===== src/rtl/bil_pkg.sv =====
package bil_pkg;

    // Width of the oversampling tick counter; holds ratios up to 16.
    localparam int OSR_W   = 5;
    localparam int OSR_STD = 16;

    typedef enum logic [1:0] {
        RX_IDLE,
        RX_START,
        RX_DATA,
        RX_STOP
    } rx_state_t;

    typedef struct packed {
        logic       valid;
        logic [7:0] data;
    } rx_byte_t;

    // Tick count from a detected falling edge to the start-bit check.
    function automatic logic [OSR_W-1:0] mid_point(input logic [OSR_W-1:0] osr);
        return osr >> 1;
    endfunction

endpackage


===== src/rtl/bil_tick_gen.sv =====
module bil_tick_gen
    import bil_pkg::*;
#(
    parameter int DIV_FAST = 27,
    parameter int DIV_SLOW = 1,
    parameter int OSR_SLOW = 3
) (
    input  logic             clk,
    input  logic             rst,
    input  logic             use_ext,
    input  logic             ref_slow,
    input  logic             ext_clk16,
    output logic             tick,
    output logic [OSR_W-1:0] osr
);
    localparam int DMAX = (DIV_FAST > DIV_SLOW) ? DIV_FAST : DIV_SLOW;
    localparam int DW   = (DMAX > 2) ? $clog2(DMAX) : 1;

    logic [DW-1:0] dcnt;
    logic [DW-1:0] dlim;
    logic          div_tick;
    logic [2:0]    esh;
    logic          ext_tick;

    // Divider: one tick every DIV_x system clocks.
    assign dlim     = ref_slow ? DW'(DIV_SLOW - 1) : DW'(DIV_FAST - 1);
    assign div_tick = (dcnt >= dlim);

    always_ff @(posedge clk) begin
        if (rst) begin
            dcnt <= '0;
        end else if (div_tick) begin
            dcnt <= '0;
        end else begin
            dcnt <= dcnt + DW'(1);
        end
    end

    // Two synchronizer stages, then a third stage for rising-edge detection.
    always_ff @(posedge clk) begin
        if (rst) begin
            esh <= '0;
        end else begin
            esh <= {esh[1:0], ext_clk16};
        end
    end

    assign ext_tick = esh[1] & ~esh[2];

    assign tick = use_ext ? ext_tick : div_tick;
    assign osr  = (!use_ext && ref_slow) ? OSR_W'(OSR_SLOW) : OSR_W'(OSR_STD);

endmodule


===== src/rtl/bil_uart_rx.sv =====
module bil_uart_rx
    import bil_pkg::*;
(
    input  logic             clk,
    input  logic             rst,
    input  logic             rxd,
    input  logic             tick,
    input  logic [OSR_W-1:0] osr,
    output rx_byte_t         rx_out
);
    rx_state_t        state;
    logic [1:0]       sync;
    logic             line_d;
    logic             line;
    logic [OSR_W-1:0] cnt;
    logic [2:0]       bitn;
    logic [7:0]       shreg;
    logic [OSR_W-1:0] last_tick;

    assign line      = sync[1];
    assign last_tick = osr - OSR_W'(1);

    always_ff @(posedge clk) begin
        if (rst) begin
            sync   <= 2'b11;
            line_d <= 1'b1;
            state  <= RX_IDLE;
            cnt    <= '0;
            bitn   <= '0;
            shreg  <= '0;
            rx_out <= '0;
        end else begin
            sync         <= {sync[0], rxd};
            line_d       <= line;
            rx_out.valid <= 1'b0;
            case (state)
                RX_IDLE: begin
                    if (line_d && !line) begin
                        state <= RX_START;
                        cnt   <= '0;
                    end
                end
                RX_START: begin
                    if (tick) begin
                        if (cnt + OSR_W'(1) == mid_point(osr)) begin
                            cnt   <= '0;
                            bitn  <= '0;
                            state <= line ? RX_IDLE : RX_DATA;
                        end else begin
                            cnt <= cnt + OSR_W'(1);
                        end
                    end
                end
                RX_DATA: begin
                    if (tick) begin
                        if (cnt == last_tick) begin
                            cnt   <= '0;
                            shreg <= {line, shreg[7:1]};
                            if (bitn == 3'd7) begin
                                state <= RX_STOP;
                            end else begin
                                bitn <= bitn + 3'd1;
                            end
                        end else begin
                            cnt <= cnt + OSR_W'(1);
                        end
                    end
                end
                RX_STOP: begin
                    // Stop level is sampled by position only; no framing check.
                    if (tick) begin
                        if (cnt == last_tick) begin
                            cnt          <= '0;
                            state        <= RX_IDLE;
                            rx_out.valid <= 1'b1;
                            rx_out.data  <= shreg;
                        end else begin
                            cnt <= cnt + OSR_W'(1);
                        end
                    end
                end
                default: state <= RX_IDLE;
            endcase
        end
    end

endmodule


===== src/rtl/bil_store.sv =====
module bil_store
    import bil_pkg::*;
#(
    parameter int          IMAGE_BYTES = 576,
    parameter int          ADDR_W      = 16,
    parameter int unsigned BASE_ADDR   = 32'h0000_0400
) (
    input  logic              clk,
    input  logic              rst,
    input  rx_byte_t          rx_in,
    output logic              we,
    output logic [ADDR_W-1:0] addr,
    output logic [7:0]        wdata,
    output logic              done
);
    localparam int CNT_W = $clog2(IMAGE_BYTES + 1);

    logic [CNT_W-1:0] count;

    always_ff @(posedge clk) begin
        if (rst) begin
            count <= '0;
            done  <= 1'b0;
            we    <= 1'b0;
            addr  <= '0;
            wdata <= '0;
        end else begin
            we <= 1'b0;
            if (rx_in.valid && !done) begin
                we    <= 1'b1;
                addr  <= ADDR_W'(BASE_ADDR) + ADDR_W'(count);
                wdata <= rx_in.data;
                count <= count + CNT_W'(1);
                if (count == CNT_W'(IMAGE_BYTES - 1)) begin
                    done <= 1'b1;
                end
            end
        end
    end

endmodule


===== src/rtl/bil_loader.sv =====
module bil_loader
    import bil_pkg::*;
#(
    parameter int          IMAGE_BYTES = 576,
    parameter int          ADDR_W      = 16,
    parameter int unsigned BASE_ADDR   = 32'h0000_0400,
    parameter int          DIV_FAST    = 27,
    parameter int          DIV_SLOW    = 1,
    parameter int          OSR_SLOW    = 3
) (
    input  logic              clk,
    input  logic              rst,
    input  logic              clk_src_ext,
    input  logic              ref_slow,
    input  logic              ext_clk16,
    input  logic              rxd,
    output logic              mem_we,
    output logic [ADDR_W-1:0] mem_addr,
    output logic [7:0]        mem_wdata,
    output logic              load_done,
    output logic              cpu_hold,
    output logic [ADDR_W-1:0] cpu_boot_addr
);
    logic             tick;
    logic [OSR_W-1:0] osr;
    rx_byte_t         rx_byte;

    bil_tick_gen #(
        .DIV_FAST (DIV_FAST),
        .DIV_SLOW (DIV_SLOW),
        .OSR_SLOW (OSR_SLOW)
    ) u_tick (
        .clk       (clk),
        .rst       (rst),
        .use_ext   (clk_src_ext),
        .ref_slow  (ref_slow),
        .ext_clk16 (ext_clk16),
        .tick      (tick),
        .osr       (osr)
    );

    bil_uart_rx u_rx (
        .clk    (clk),
        .rst    (rst),
        .rxd    (rxd),
        .tick   (tick),
        .osr    (osr),
        .rx_out (rx_byte)
    );

    bil_store #(
        .IMAGE_BYTES (IMAGE_BYTES),
        .ADDR_W      (ADDR_W),
        .BASE_ADDR   (BASE_ADDR)
    ) u_store (
        .clk   (clk),
        .rst   (rst),
        .rx_in (rx_byte),
        .we    (mem_we),
        .addr  (mem_addr),
        .wdata (mem_wdata),
        .done  (load_done)
    );

    assign cpu_hold      = ~load_done;
    assign cpu_boot_addr = ADDR_W'(BASE_ADDR);

endmodule


===== config.mk =====
export PLATFORM = sky130hd
export DESIGN_NAME = bil_loader
export DESIGN_NICKNAME = d
export VERILOG_FILES = /design/src/rtl/bil_pkg.sv /design/src/rtl/bil_tick_gen.sv /design/src/rtl/bil_uart_rx.sv /design/src/rtl/bil_store.sv /design/src/rtl/bil_loader.sv
export SDC_FILE = /design/constraint.sdc
export NUM_CORES = 1
export LEC_CHECK = 0
export BUFFER_PORTS_ARGS = -buffer_cell sky130_fd_sc_hd__buf_2
export CAP_MARGIN = 20
export CORE_MARGIN = 4
export CORE_UTILIZATION = 50
export DETAILED_ROUTE_END_ITERATION = 8
export GPL_TIMING_DRIVEN = 0
export PLACE_DENSITY_LB_ADDON = 0.3
export SKIP_CTS_REPAIR_TIMING = 1
export SLEW_MARGIN = 20
export SYNTH_ARGS = -nofsm -noshare
export SYNTH_HDL_FRONTEND = slang
export SYNTH_SLANG_ARGS = --single-unit

===== constraint.sdc =====
create_clock -name clk -period 2.2 [get_ports clk]
set_clock_uncertainty 0.05 [all_clocks]
set_input_delay 0.22 -clock clk [delete_from_list [all_inputs] [get_ports clk]]
set_output_delay 0.22 -clock clk [all_outputs]
set_load 0.01 [all_outputs]

Yosys cells after proc, flatten, opt, wreduce, memory -nomap -nowiden
Cells that the tools add are included.
- register bits after elaboration: 74
- bits in latches: 0
- RAM bits: 0
- ROM bits: 0
- input port bits: 6
- output and inout bits: 43
- logic and storage cells: 88
- memories: 0
- add/subtract/negate cells: 6
- multipliers: 0
- div/mod/pow operators: 0
- $lt $le $gt $ge: 1
- equal/unequal tests: 17
- shifts and indexed selects: 0
- multiplexer cells: 27
- bitwise gates (word level): 5
- reduce and logical (&&, ||, !) cells: 17
- operators with widths (kind ; number):
    5-bit 2-to-1 mux ; 7
    2-bit 2-to-1 mux ; 9
    3-bit 2-to-1 mux ; 5
    5-bit one-hot mux with 3 select lines ; 1
    11-bit by 10-bit adder with 12-bit output, first input constant ; 1
    2-bit by 1-bit inequality test with 1-bit output, second input constant ; 6
    10-bit by 1-bit adder with 10-bit output, second input constant ; 1
    5-bit by 1-bit adder with 5-bit output, second input constant ; 2
    10-bit == test, second input constant ; 1
    9-bit 2-to-1 mux ; 1
    3-bit AND reduction ; 3
    2-bit inequality test, second input constant ; 4
    2-bit one-hot mux with 4 select lines ; 1
    8-bit AND reduction ; 1
    3-bit one-hot mux with 2 select lines ; 1
    6-bit AND reduction ; 1
    5-bit by 4-bit == test with 1-bit output ; 1
    5-bit == test ; 1
    5-bit >= comparator ; 1
    5-bit by 1-bit subtractor with 5-bit output, second input constant ; 1
    2-bit == test, second input constant ; 2
    1-bit NOT ; 4
    2-bit OR reduction ; 2
    3-bit by 1-bit adder with 3-bit output, second input constant ; 1
    other kinds (10) ; 15

Logic depth before layout (Yosys ltp)
Gate-level depths: netlist of run 1.
- depth in word-level cells: 8
- gate-level depth with buffers: 9
- mapped depth without buffers: 8

Hierarchy
From an unflattened synthesis of run 1, not the netlist that was laid out.
- cells, all modules: 365
- area, all modules: 3253.1 um^2
- modules (own cells, without submodules) (module ; times used ; cells an instance ; area an instance (um^2) ; seq. area each (um^2)):
    bil_uart_rx ; 1 ; 156 ; 1496.4 ; 600.6
    bil_store ; 1 ; 145 ; 1212.4 ; 620.6
    bil_tick_gen ; 1 ; 45 ; 412.9 ; 160.2
    bil_loader ; 1 ; 19 ; 131.4 ; 0.0

Worst setup path after synthesis of run 1
OpenSTA, ideal clock, no wires.
- path type: flip-flop to flip-flop
- start point: register u_tick.dcnt[1]
- end point: register u_rx.rx_out[0] (netlist bit)
- library setup time: 128 ps
- arrival: 1942 ps
- required time: 2022 ps
- setup slack: 80 ps
- stages on the path, launching flop included: 10
- buffers on the path: 1
- period minus slack after synthesis: 2120 ps
- cell sequence: dfxtp_1 -> inv_1 -> ha_1 -> nor2b_1 -> o31a_1 -> o41a_1 -> nand3_1 -> buf_2 -> mux2i_1 -> nor2_1
- cells in the longest elaborated chain, start to end: 3
- RTL lines (element ; RTL line ; RTL):
    start: declaration ; bil_tick_gen.sv:19 ; logic [DW-1:0] dcnt;
    start signal: assignment ; bil_tick_gen.sv:35 ; dcnt <= dcnt + DW'(1);
    5-bit >= comparator ; bil_tick_gen.sv:27 ; assign div_tick = (dcnt >= dlim);
    1-bit 2-to-1 mux ; bil_tick_gen.sv:50 ; assign tick = use_ext ? ext_tick : div_tick;
    3-bit AND reduction (no source line) ; n/a ;
    end: declaration ; bil_uart_rx.sv:9 ; output rx_byte_t rx_out
No other way between the ends.
A chain may end at the register's enable or synchronous reset.

Worst setup path in the final report of run 1
- start point: register u_tick.dcnt[1]
- end point: register u_rx.rx_out[6] (netlist bit)
The elaborated chain is that of the path after synthesis.

==> results.py, run 1 <==
metrics = {
    "outcome": {
        "status": "finished with violations",
        "violations": "setup timing",
    },
    "drt": {
        "routed_wl_mm": 5.98,
        "ant_nets": 0,
        "vias": 2337,
        "drc": 0,
        "drt_iter0_drc": 81,
        "viasPerCell": 4.91,
        "wire_per_inst_um": 12.6,
        "first_pass_iters": 4,
    },
    "floorplan": {
        "die_area_mm2": 0.00729,
        "die_h_um": 85.4,
        "die_w_um": 85.4,
        "row_count": 27,
        "io_pins": 49,
        "initial_core_util_pct": 53.0,
        "core-area_mm2": 0.00564,
    },
    "layout": {
        "n_fill_cell": 471,
        "stdcell_count": 476,
        "mostFrequentLayoutCell": "dfxtp_1",
        "syn_to_final_growth_pct": 24.0,
        "final_cell_mix": "66 x dfxtp_1, 45 x nand2_1, 43 x nor2_1",
        "fin_nets": 413,
        "regArea_mm2": 0.00139,
        "postLayoutCoreUtil_pct": 65.8,
        "fin_area_mm2": 0.00371,
        "drive_above_1_share_pct": 24.8,
        "num_antenna_cells": 0,
        "multiInputGateArea_mm2": 0.00154,
    },
    "worst_hold_path": {
        "min_path_type": "in -> reg",
    },
    "critical_path": {
        "path_max_fanout": 5,
        "endpoint_kind": "flip-flop",
        "arrival_ns": 2.43,
        "start_kind": "flip-flop",
        "required_ns": 2.37,
        "critPathKind": "reg -> reg",
    },
    "flow_run": {
        "maxCapViolCount": 0,
    },
    "global_route": {
        "grt_overflow_total": 0,
        "grt_first_pass_wirelength_mm": 9.56,
        "grt_pass1_vias": 2147,
        "grt_max_degree": 14,
        "grtUsageTotal_pct": 16.1,
        "antenna_found_initial": 0,
    },
    "timing": {
        "fin_crit_ns": 2.26,
        "max_freq_ghz": 0.443,
        "whs_ns": 0.0103,
        "final_max_slew_viol_count": 0,
        "setup_ws_ns": -0.0580,
        "tightestPinTransition_ns": 0.549,
        "tns_ns": -0.399,
        "relSlewSlack_pct": 63.4,
        "post-route-period-util_pct": 103,
        "hold_viol": 0,
        "setup_viol": 9,
        "rsz0062_at_grt": "true",
    },
    "clock_network": {
        "cts_buffers": 9,
        "cts_tree": "done",
        "htree_levels": 3,
        "cts.clk_slew.worst_paths_ns": 0.08,
        "root_buffer": "clkbuf_8",
        "clockBufferDepth": 2,
        "clkLatencyLatePin_ns": 0.34,
        "clkSinkCount": 69,
    },
    "placement": {
        "io_buffers": 27,
        "dpl_cell_area_mm2": 0.00329,
        "gp_congestion": 0.824,
        "place_hpwl_mm": 3.86,
        "place_inst": 450,
        "detailedPlace.worstSlack_ns": -0.161,
    },
    "yosys": {
        "ys_seq_area_share_pct": 46.2,
        "yosys_warnings": 0,
        "synth_cell_types": 46,
        "netlist_area_mm2": 0.00299,
        "ys_ff_latch": 69,
        "syn_area_per_cell_um2": 9.01,
        "syn_inst": 332,
    },
    "power": {
        "p_total_mw": 2.63,
        "powerDensity_mw_per_mm2": 709,
        "total_leakage_power_nw": 1.61,
        "max-vdd-ir-drop_mv": 0.673,
    },
}
-- logic make-up after synthesis --
group | Yosys count | share of synthesized area (%)
simple gates | 134 | 21.3
flops | 69 | 46.2
compound gates | 43 | 9.45
buf+inv | 41 | 7.86
mux | 20 | 6.77
xor+xnor | 15 | 4.85
fa+ha+maj | 8 | 3.34
other cells | 2 | 0.251
-- layout make-up --
cell class                 instances  share of cell area [%]
clock inverter                     6                    2.53
multi-input combinational        241                    41.4
timing repair buffer              37                    6.00
clock buffer                      10                    3.71
inverter                           5                   0.506
buffer                            36                    6.00
tap                               72                    2.43
sequential                        69                    37.4
-- report_power, final --
part	internal (mW)	total (mW)	switching (mW)	leakage (nW)
registers	1.26	1.27	0.00845	0.559
clock network	0.679	1.19	0.508	0.113
logic	0.0819	0.178	0.0962	0.934
total	2.02	2.63	0.613	1.61
-- metal layers --
metal / vias to the layer above / track usage, % / wire length (µm)
li1: 1209 / - / -
met1: 1074 / 20.2 / 2750
met2: 47 / 25.6 / 2860
met3: 7 / 3.88 / 267
met4: 0 / 8.35 / 99
met5: - / 0 / 0
-- flip-flops by register name, summed over array words and instances (netlist names), named ones only --
signal and flops:
u_store.addr 11, u_store.count 10, u_rx.rx_out 9, u_rx.shreg 8, u_store.wdata 8, u_rx.cnt 5
u_tick.dcnt 5, u_rx.bitn 3, u_tick.esh 3, u_rx.sync 2, u_rx.line_d 1, u_rx.state 1
u_store.done 1, u_store.we 1
-- cell usage after synthesis (all sizes together) --
library cell | count | area [µm²]
a211oi | 1 | 7.51
a21bo | 1 | 10.0
a21oi | 25 | 125
a22o | 2 | 17.5
a22oi | 2 | 15.0
and3 | 3 | 18.8
buf | 25 | 175
clkbuf | 11 | 41.3
conb | 2 | 7.51
dfxtp | 69 | 1380
ha | 8 | 100
inv | 5 | 18.8
mux2 | 2 | 22.5
mux2i | 18 | 180
nand2 | 45 | 169
nand2b | 5 | 31.3
nand3 | 10 | 55.1
nand3b | 2 | 15.0
nand4 | 3 | 18.8
nand4b | 1 | 8.76
nor2 | 44 | 168
nor2b | 7 | 51.3
nor3 | 4 | 31.3
nor3b | 2 | 15.0
nor4b | 2 | 17.5
o211a | 1 | 10.0
o21ai | 4 | 20.0
o221ai | 2 | 23.8
o311ai | 1 | 8.76
o31a | 1 | 8.76
o41a | 1 | 11.3
o41ai | 2 | 25.0
or2 | 3 | 18.8
or3 | 2 | 12.5
or4 | 1 | 7.51
xnor2 | 6 | 52.6
xnor3 | 1 | 22.5
xor2 | 8 | 70.1
-- worst max-delay path: stages (launching register included) --
cell     delay (ns)
dfxtp_2        0.34
inv_2          0.04
ha_4           0.22
nor2b_4        0.11
o31a_1         0.34
o41a_1         0.48
nand3_2        0.15
buf_4          0.17
mux2i_1        0.19
nor2_1         0.05
-- worst paths after layout --
kind / from / end / slack [ns] / depth (start not counted)
worst max-delay path: u_tick.dcnt[1]$_SDFF_PP0_ / u_rx.rx_out[6]$_SDFFE_PP0P_ / -0.06 / 9
worst min-delay path: rxd / u_rx.sync[0]$_SDFF_PP1_ / 0.01 / 2
worst max register to register: u_tick.dcnt[1]$_SDFF_PP0_ / u_rx.rx_out[6]$_SDFFE_PP0P_ / -0.06 / 9
worst min register to register: u_rx.sync[0]$_SDFF_PP1_ / u_rx.sync[1]$_SDFF_PP1_ / 0.36 / 1
Power figures use the tool's default switching activity.
==> run 2: changes to the inputs <==
- clock period: 2.2 -> 2.8 ns (I/O delays scaled with it)
==> run 2 against run 1 <==
Combinational power fell by 37%. Largest power group unchanged. Critical path depth fell by 1. Core utilization fell by 3.4 points. Routed wire length fell by 7.9%. Sequential cell count did not move. Non-clock buffer count fell by 10. Sequential power fell by 22%. Worst setup slack improved by 0.48 ns. Die area did not move. First-iteration DRC count rose by 1.2%. Via count fell by 2.6%. The flow now finishes without violations.
==> results.py, run 2 (synthesis results as in run 1) <==
metrics = {
    "worst_hold_path": {
        "hp-start": "rxd",
        "min_path_type": "in -> reg",
    },
    "drt": {
        "wire_per_inst_um": 11.8,
        "viasPerCell": 4.89,
        "routed_wl_mm": 5.51,
        "vias": 2277,
        "first_pass_iters": 4,
        "drc": 0,
        "ant_nets": 0,
        "drt_iter0_drc": 82,
    },
    "clock_network": {
        "cts.clk_slew.worst_paths_ns": 0.07,
        "cts_buffers": 9,
        "clkSinkCount": 69,
        "clkLatencyLatePin_ns": 0.35,
        "htree_levels": 3,
        "clockBufferDepth": 2,
        "cts_tree": "done",
        "root_buffer": "clkbuf_8",
    },
    "global_route": {
        "antenna_found_initial": 0,
        "grt_pass1_vias": 2147,
        "grtUsageTotal_pct": 16.1,
        "grt_max_degree": 14,
        "grt_first_pass_wirelength_mm": 9.56,
        "grt_overflow_total": 0,
    },
    "critical_path": {
        "required_ns": 3.02,
        "path_max_fanout": 6,
        "crit_start": "u_tick.dcnt[1]$_SDFF_PP0_",
        "arrival_ns": 2.60,
        "critPathKind": "reg -> reg",
        "start_kind": "flip-flop",
        "endpoint_kind": "flip-flop",
        "r2r-start": "u_tick.dcnt[1]$_SDFF_PP0_",
    },
    "timing": {
        "hold_viol": 0,
        "relSlewSlack_pct": 48.3,
        "setup_ws_ns": 0.421,
        "fin_crit_ns": 2.38,
        "setup_viol": 0,
        "tightestPinTransition_ns": 0.767,
        "rsz0062_at_grt": "false",
        "tns_ns": 0,
        "final_max_slew_viol_count": 0,
        "post-route-period-util_pct": 85.0,
        "max_freq_ghz": 0.420,
    },
    "power": {
        "power_frac_clock_pct": 45.7,
        "powerDensity_mw_per_mm2": 579,
        "max-vdd-ir-drop_mv": 0.525,
        "seq_power_share_pct": 48.8,
        "internal_power_mw": 1.57,
        "p_comb_share_pct": 5.5,
        "p_sw_share_pct": 23.0,
        "switchingPower_mw": 0.470,
        "total_leakage_power_nw": 1.53,
    },
    "floorplan": {
        "core-area_mm2": 0.00564,
        "die_h_um": 85.4,
        "initial_core_util_pct": 53.0,
        "die_w_um": 85.4,
        "io_pins": 49,
        "die_area_mm2": 0.00729,
        "row_count": 27,
    },
    "placement": {
        "gp_congestion": 0.824,
        "place_hpwl_mm": 3.86,
        "io_buffers": 27,
        "place_inst": 450,
        "detailedPlace.worstSlack_ns": 0.382,
    },
    "layout": {
        "largest_reg_flops": 11,
        "n_fill_cell": 494,
        "final_cell_mix": "69 x dfxtp_1, 45 x nand2_1, 43 x nor2_1",
        "fin_nets": 403,
        "num_antenna_cells": 0,
        "top_register": "u_store.addr",
        "regArea_mm2": 0.00138,
        "drive_above_1_share_pct": 19.8,
        "syn_to_final_growth_pct": 17.6,
        "stdcell_count": 466,
        "mostFrequentLayoutCell": "dfxtp_1",
        "reg_top3": "u_store.addr: 11 flops, u_store.count: 10 flops, u_rx.rx_out: 9 flops",
        "multiInputGateArea_mm2": 0.00145,
    },
    "flow_run": {
        "maxCapViolCount": 0,
    },
    "outcome": {
        "status": "finished, final reports clean",
    },
}
-- run 2: changes by cell type in the layout (fill, tap and decap cells not counted), moves of 2 or more --
| cell | previous run | this run |
|---|---|---|
| buf_4 | 30 | 21 |
| dfxtp_1 | 66 | 69 |
| dfxtp_2 | 2 | 0 |
| ha_1 | 6 | 8 |
| ha_4 | 2 | 0 |
-- run 2: routing by layer --
layer / vias to the layer above / track usage (%) / wire length, µm
li1: 1185 / - / -
met1: 1024 / 20.2 / 2540
met2: 54 / 25.6 / 2560
met3: 14 / 3.88 / 292
met4: 0 / 8.35 / 125
met5: - / 0 / 0
-- run 2: layout make-up --
type                    count  share of cell area (%)
plain buffers              36                    6.15
clock buffers              10                    3.91
clock inverters             6                    2.67
inverters                   5                   0.533
multi-input cells         241                    41.1
flip-flops and latches     69                    39.2
well taps                  72                    2.56
repair buffers             27                    3.84
-- run 2: through the flow --
step | instance area (µm²) | hold WS [ns] | util [%] | power (mW)
floorplan | 3060 | 0.334 | - | 1.11
global placement | 3290 | 0.342 | 58.3 | 1.13
detailed placement | 3290 | 0.351 | 58.3 | 1.13
CTS | 3520 | 0.0524 | 62.4 | 2.06
global route | 3520 | 0.0660 | 62.4 | 2.12
finish | 3520 | 0.0681 | 62.4 | 2.04
-- run 2: final timing paths --
check	depth (start not counted)	slack, ns	end
worst max-delay path	8	0.42	u_rx.cnt[4]$_SDFFE_PP0P_
worst min-delay path	2	0.07	u_rx.sync[0]$_SDFF_PP1_
worst max register to register	8	0.42	u_rx.cnt[4]$_SDFFE_PP0P_
worst min register to register	1	0.37	u_rx.sync[1]$_SDFF_PP1_
-- run 2: worst max-delay path: stages (launching register included) --
cell	delay (ns)
dfxtp_1	0.36
inv_1	0.05
ha_1	0.26
nor2b_1	0.13
o31a_1	0.28
o41ai_2	0.63
mux2_2	0.35
a22oi_1	0.09
nor2_1	0.11
-- run 2: power by group through the flow --
| stage | clock network (mW) | registers, mW | logic [mW] |
|---|---|---|---|
| finish | 0.932 | 0.995 | 0.113 |
| global route | 0.997 | 0.996 | 0.126 |
| CTS | 0.951 | 0.995 | 0.112 |
| detailed placement | 0 | 1.02 | 0.111 |
| global placement | 0 | 1.02 | 0.109 |
| floorplan | 0 | 1.02 | 0.0897 |
==> run 3: changes to the inputs <==
- clock period: 2.8 -> 2.5 ns (I/O delays scaled with it)
==> run 3 against run 2 <==
Combinational power increased by 14%. First-iteration DRC count decreased by 32%. Clock power increased by 13%. Final area increased by 0.46%. Final cell count unchanged. Worst setup slack got worse by 0.23 ns. Core utilization increased by 0.29 points. Worst hold slack got worse by 0.029 ns. Count of clock-buffer cells in the layout unchanged. Die area unchanged. Total power increased by 12%. Critical path type unchanged. Largest power group unchanged. Highest routed layer unchanged.
==> results.py, run 3 (synthesis results as in run 1) <==
metrics = {
    "drt": {
        "dr_wl_met2_mm": 2.57,
        "wire_per_inst_um": 11.9,
        "drc": 0,
        "wl_met1_mm": 2.55,
        "vias": 2276,
        "routed-wl-met3_um": 278,
        "drt_iter0_drc": 56,
        "first_pass_iters": 5,
        "routed_wl_mm": 5.53,
        "viasPerCell": 4.88,
        "ant_nets": 0,
        "top_layer": "met4",
    },
    "placement": {
        "place_hpwl_mm": 3.86,
        "io_buffers": 27,
        "gp_congestion": 0.824,
        "dpl_cell_area_mm2": 0.00329,
    },
    "layout": {
        "reg_top3": "u_store.addr: 11 flops, u_store.count: 10 flops, u_rx.rx_out: 9 flops",
        "largest_reg_flops": 11,
        "mostFrequentLayoutCell": "dfxtp_1",
        "num_antenna_cells": 0,
        "drive_above_1_share_pct": 20.1,
        "fin_nets": 403,
        "postLayoutCoreUtil_pct": 62.7,
        "final_cell_mix": "69 x dfxtp_1, 45 x nand2_1, 43 x nor2_1",
        "fin_area_mm2": 0.00354,
        "n_fill_cell": 492,
        "top_register": "u_store.addr",
        "syn_to_final_growth_pct": 18.2,
    },
    "clock_network": {
        "cts_buffers": 9,
        "clkLatencyLatePin_ns": 0.34,
        "htree_levels": 3,
        "clkSinkCount": 69,
        "cts_tree": "done",
        "root_buffer": "clkbuf_8",
        "clockBufferDepth": 2,
        "cts.clk_slew.worst_paths_ns": 0.08,
    },
    "power": {
        "p_total_mw": 2.29,
        "p_sw_share_pct": 23.1,
        "total_leakage_power_nw": 1.53,
        "power_frac_clock_pct": 45.7,
        "p_comb_share_pct": 5.6,
        "internal_power_mw": 1.76,
        "switchingPower_mw": 0.528,
        "max-vdd-ir-drop_mv": 0.572,
        "seq_power_share_pct": 48.7,
        "powerDensity_mw_per_mm2": 647,
    },
    "timing": {
        "fin_crit_ns": 2.31,
        "relSlewSlack_pct": 64.3,
        "rsz0062_at_grt": "false",
        "final_max_slew_viol_count": 0,
        "tightestPinTransition_ns": 0.527,
        "post-route-period-util_pct": 92.3,
        "max_freq_ghz": 0.434,
        "tns_ns": 0,
        "whs_ns": 0.0392,
        "setup_viol": 0,
        "hold_viol": 0,
    },
    "critical_path": {
        "required_ns": 2.69,
        "path_max_fanout": 6,
        "start_kind": "flip-flop",
        "critical_path.cell_chain": "ha_2 -> nand3_1 -> xnor2_1 -> or4_1 -> nor2_2 -> o221ai_2 -> mux2_2",
        "arrival_ns": 2.49,
        "path_delay_family": "simple AND/OR/NAND/NOR gates",
        "cpPeakStageDelay_ns": 0.55,
        "critPathKind": "reg -> reg",
        "critPathBufInv": 0,
        "slowest_stage": "or4_1",
        "endpoint_kind": "flip-flop",
    },
    "global_route": {
        "grt_max_degree": 14,
        "grt_first_pass_wirelength_mm": 9.56,
        "grt_overflow_total": 0,
        "grt_pass1_vias": 2147,
        "antenna_found_initial": 0,
        "grtUsageTotal_pct": 16.1,
    },
    "floorplan": {
        "row_count": 27,
        "die_h_um": 85.4,
        "core-area_mm2": 0.00564,
        "die_area_mm2": 0.00729,
        "io_pins": 49,
        "die_w_um": 85.4,
        "initial_core_util_pct": 53.0,
    },
    "outcome": {
        "status": "finished, final reports clean",
    },
    "worst_hold_path": {
        "min_path_type": "in -> reg",
    },
    "flow_run": {
        "maxCapViolCount": 0,
    },
}
==> run 3: layout make-up <==
class | instances | area [µm²] | area share (%)
Clock inverter | 6 | 93.8 | 2.65
Multi-Input combinational cell | 241 | 1460 | 41.3
Clock buffer | 10 | 138 | 3.89
Timing Repair Buffer | 27 | 135 | 3.82
Sequential cell | 69 | 1380 | 39.1
Buffer | 36 | 219 | 6.19
Inverter | 5 | 18.8 | 0.531
Tap cell | 72 | 90.1 | 2.55
==> run 3: worst register-to-register path: cells and delay by family, from the launching register on <==
family	cells	cell delay, ns
AO/OA/AOI/OAI	1	0.15
XOR/XNOR	1	0.18
adder cells (fa/ha/maj)	1	0.26
flip-flops	1	0.45
multiplexers	1	0.28
AND/OR/NAND/NOR	3	0.83
==> run 3: final timing paths <==
| kind | startpoint | end | slack (ns) | cells after the start |
|---|---|---|---|---|
| max | u_rx.cnt[0]$_SDFFE_PP0P_ | u_rx.bitn[0]$_SDFFE_PP0P_ | 0.19 | 7 |
| min | rxd | u_rx.sync[0]$_SDFF_PP1_ | 0.04 | 2 |
| max reg2reg | u_rx.cnt[0]$_SDFFE_PP0P_ | u_rx.bitn[0]$_SDFFE_PP0P_ | 0.19 | 7 |
| min reg2reg | u_rx.sync[0]$_SDFF_PP1_ | u_rx.sync[1]$_SDFF_PP1_ | 0.37 | 1 |
==> run 3: layer usage <==
layer | track usage [%] | vias up
li1 | - | 1190
met1 | 20.2 | 1025
met2 | 25.6 | 50
met3 | 3.88 | 11
met4 | 8.35 | 0
met5 | 0 | -
==> run 3: per-stage QoR <==
stage          worst slack, ns  cells
2_1_floorplan            0.380    351
3_3_place_gp             0.145    450
3_5_place_dp             0.112    450
4_1_cts                  0.116    466
5_1_grt                 0.0110    466
6_report                 0.194    466
==> run 3: power groups by stage <==
| stage | Clock, mW | Sequential, mW | Combinational, mW |
|---|---|---|---|
| global route | 1.12 | 1.12 | 0.144 |
| CTS | 1.07 | 1.11 | 0.125 |
| global placement | 0 | 1.14 | 0.122 |
| floorplan | 0 | 1.14 | 0.100 |
| finish | 1.05 | 1.11 | 0.129 |
| detailed placement | 0 | 1.14 | 0.125 |
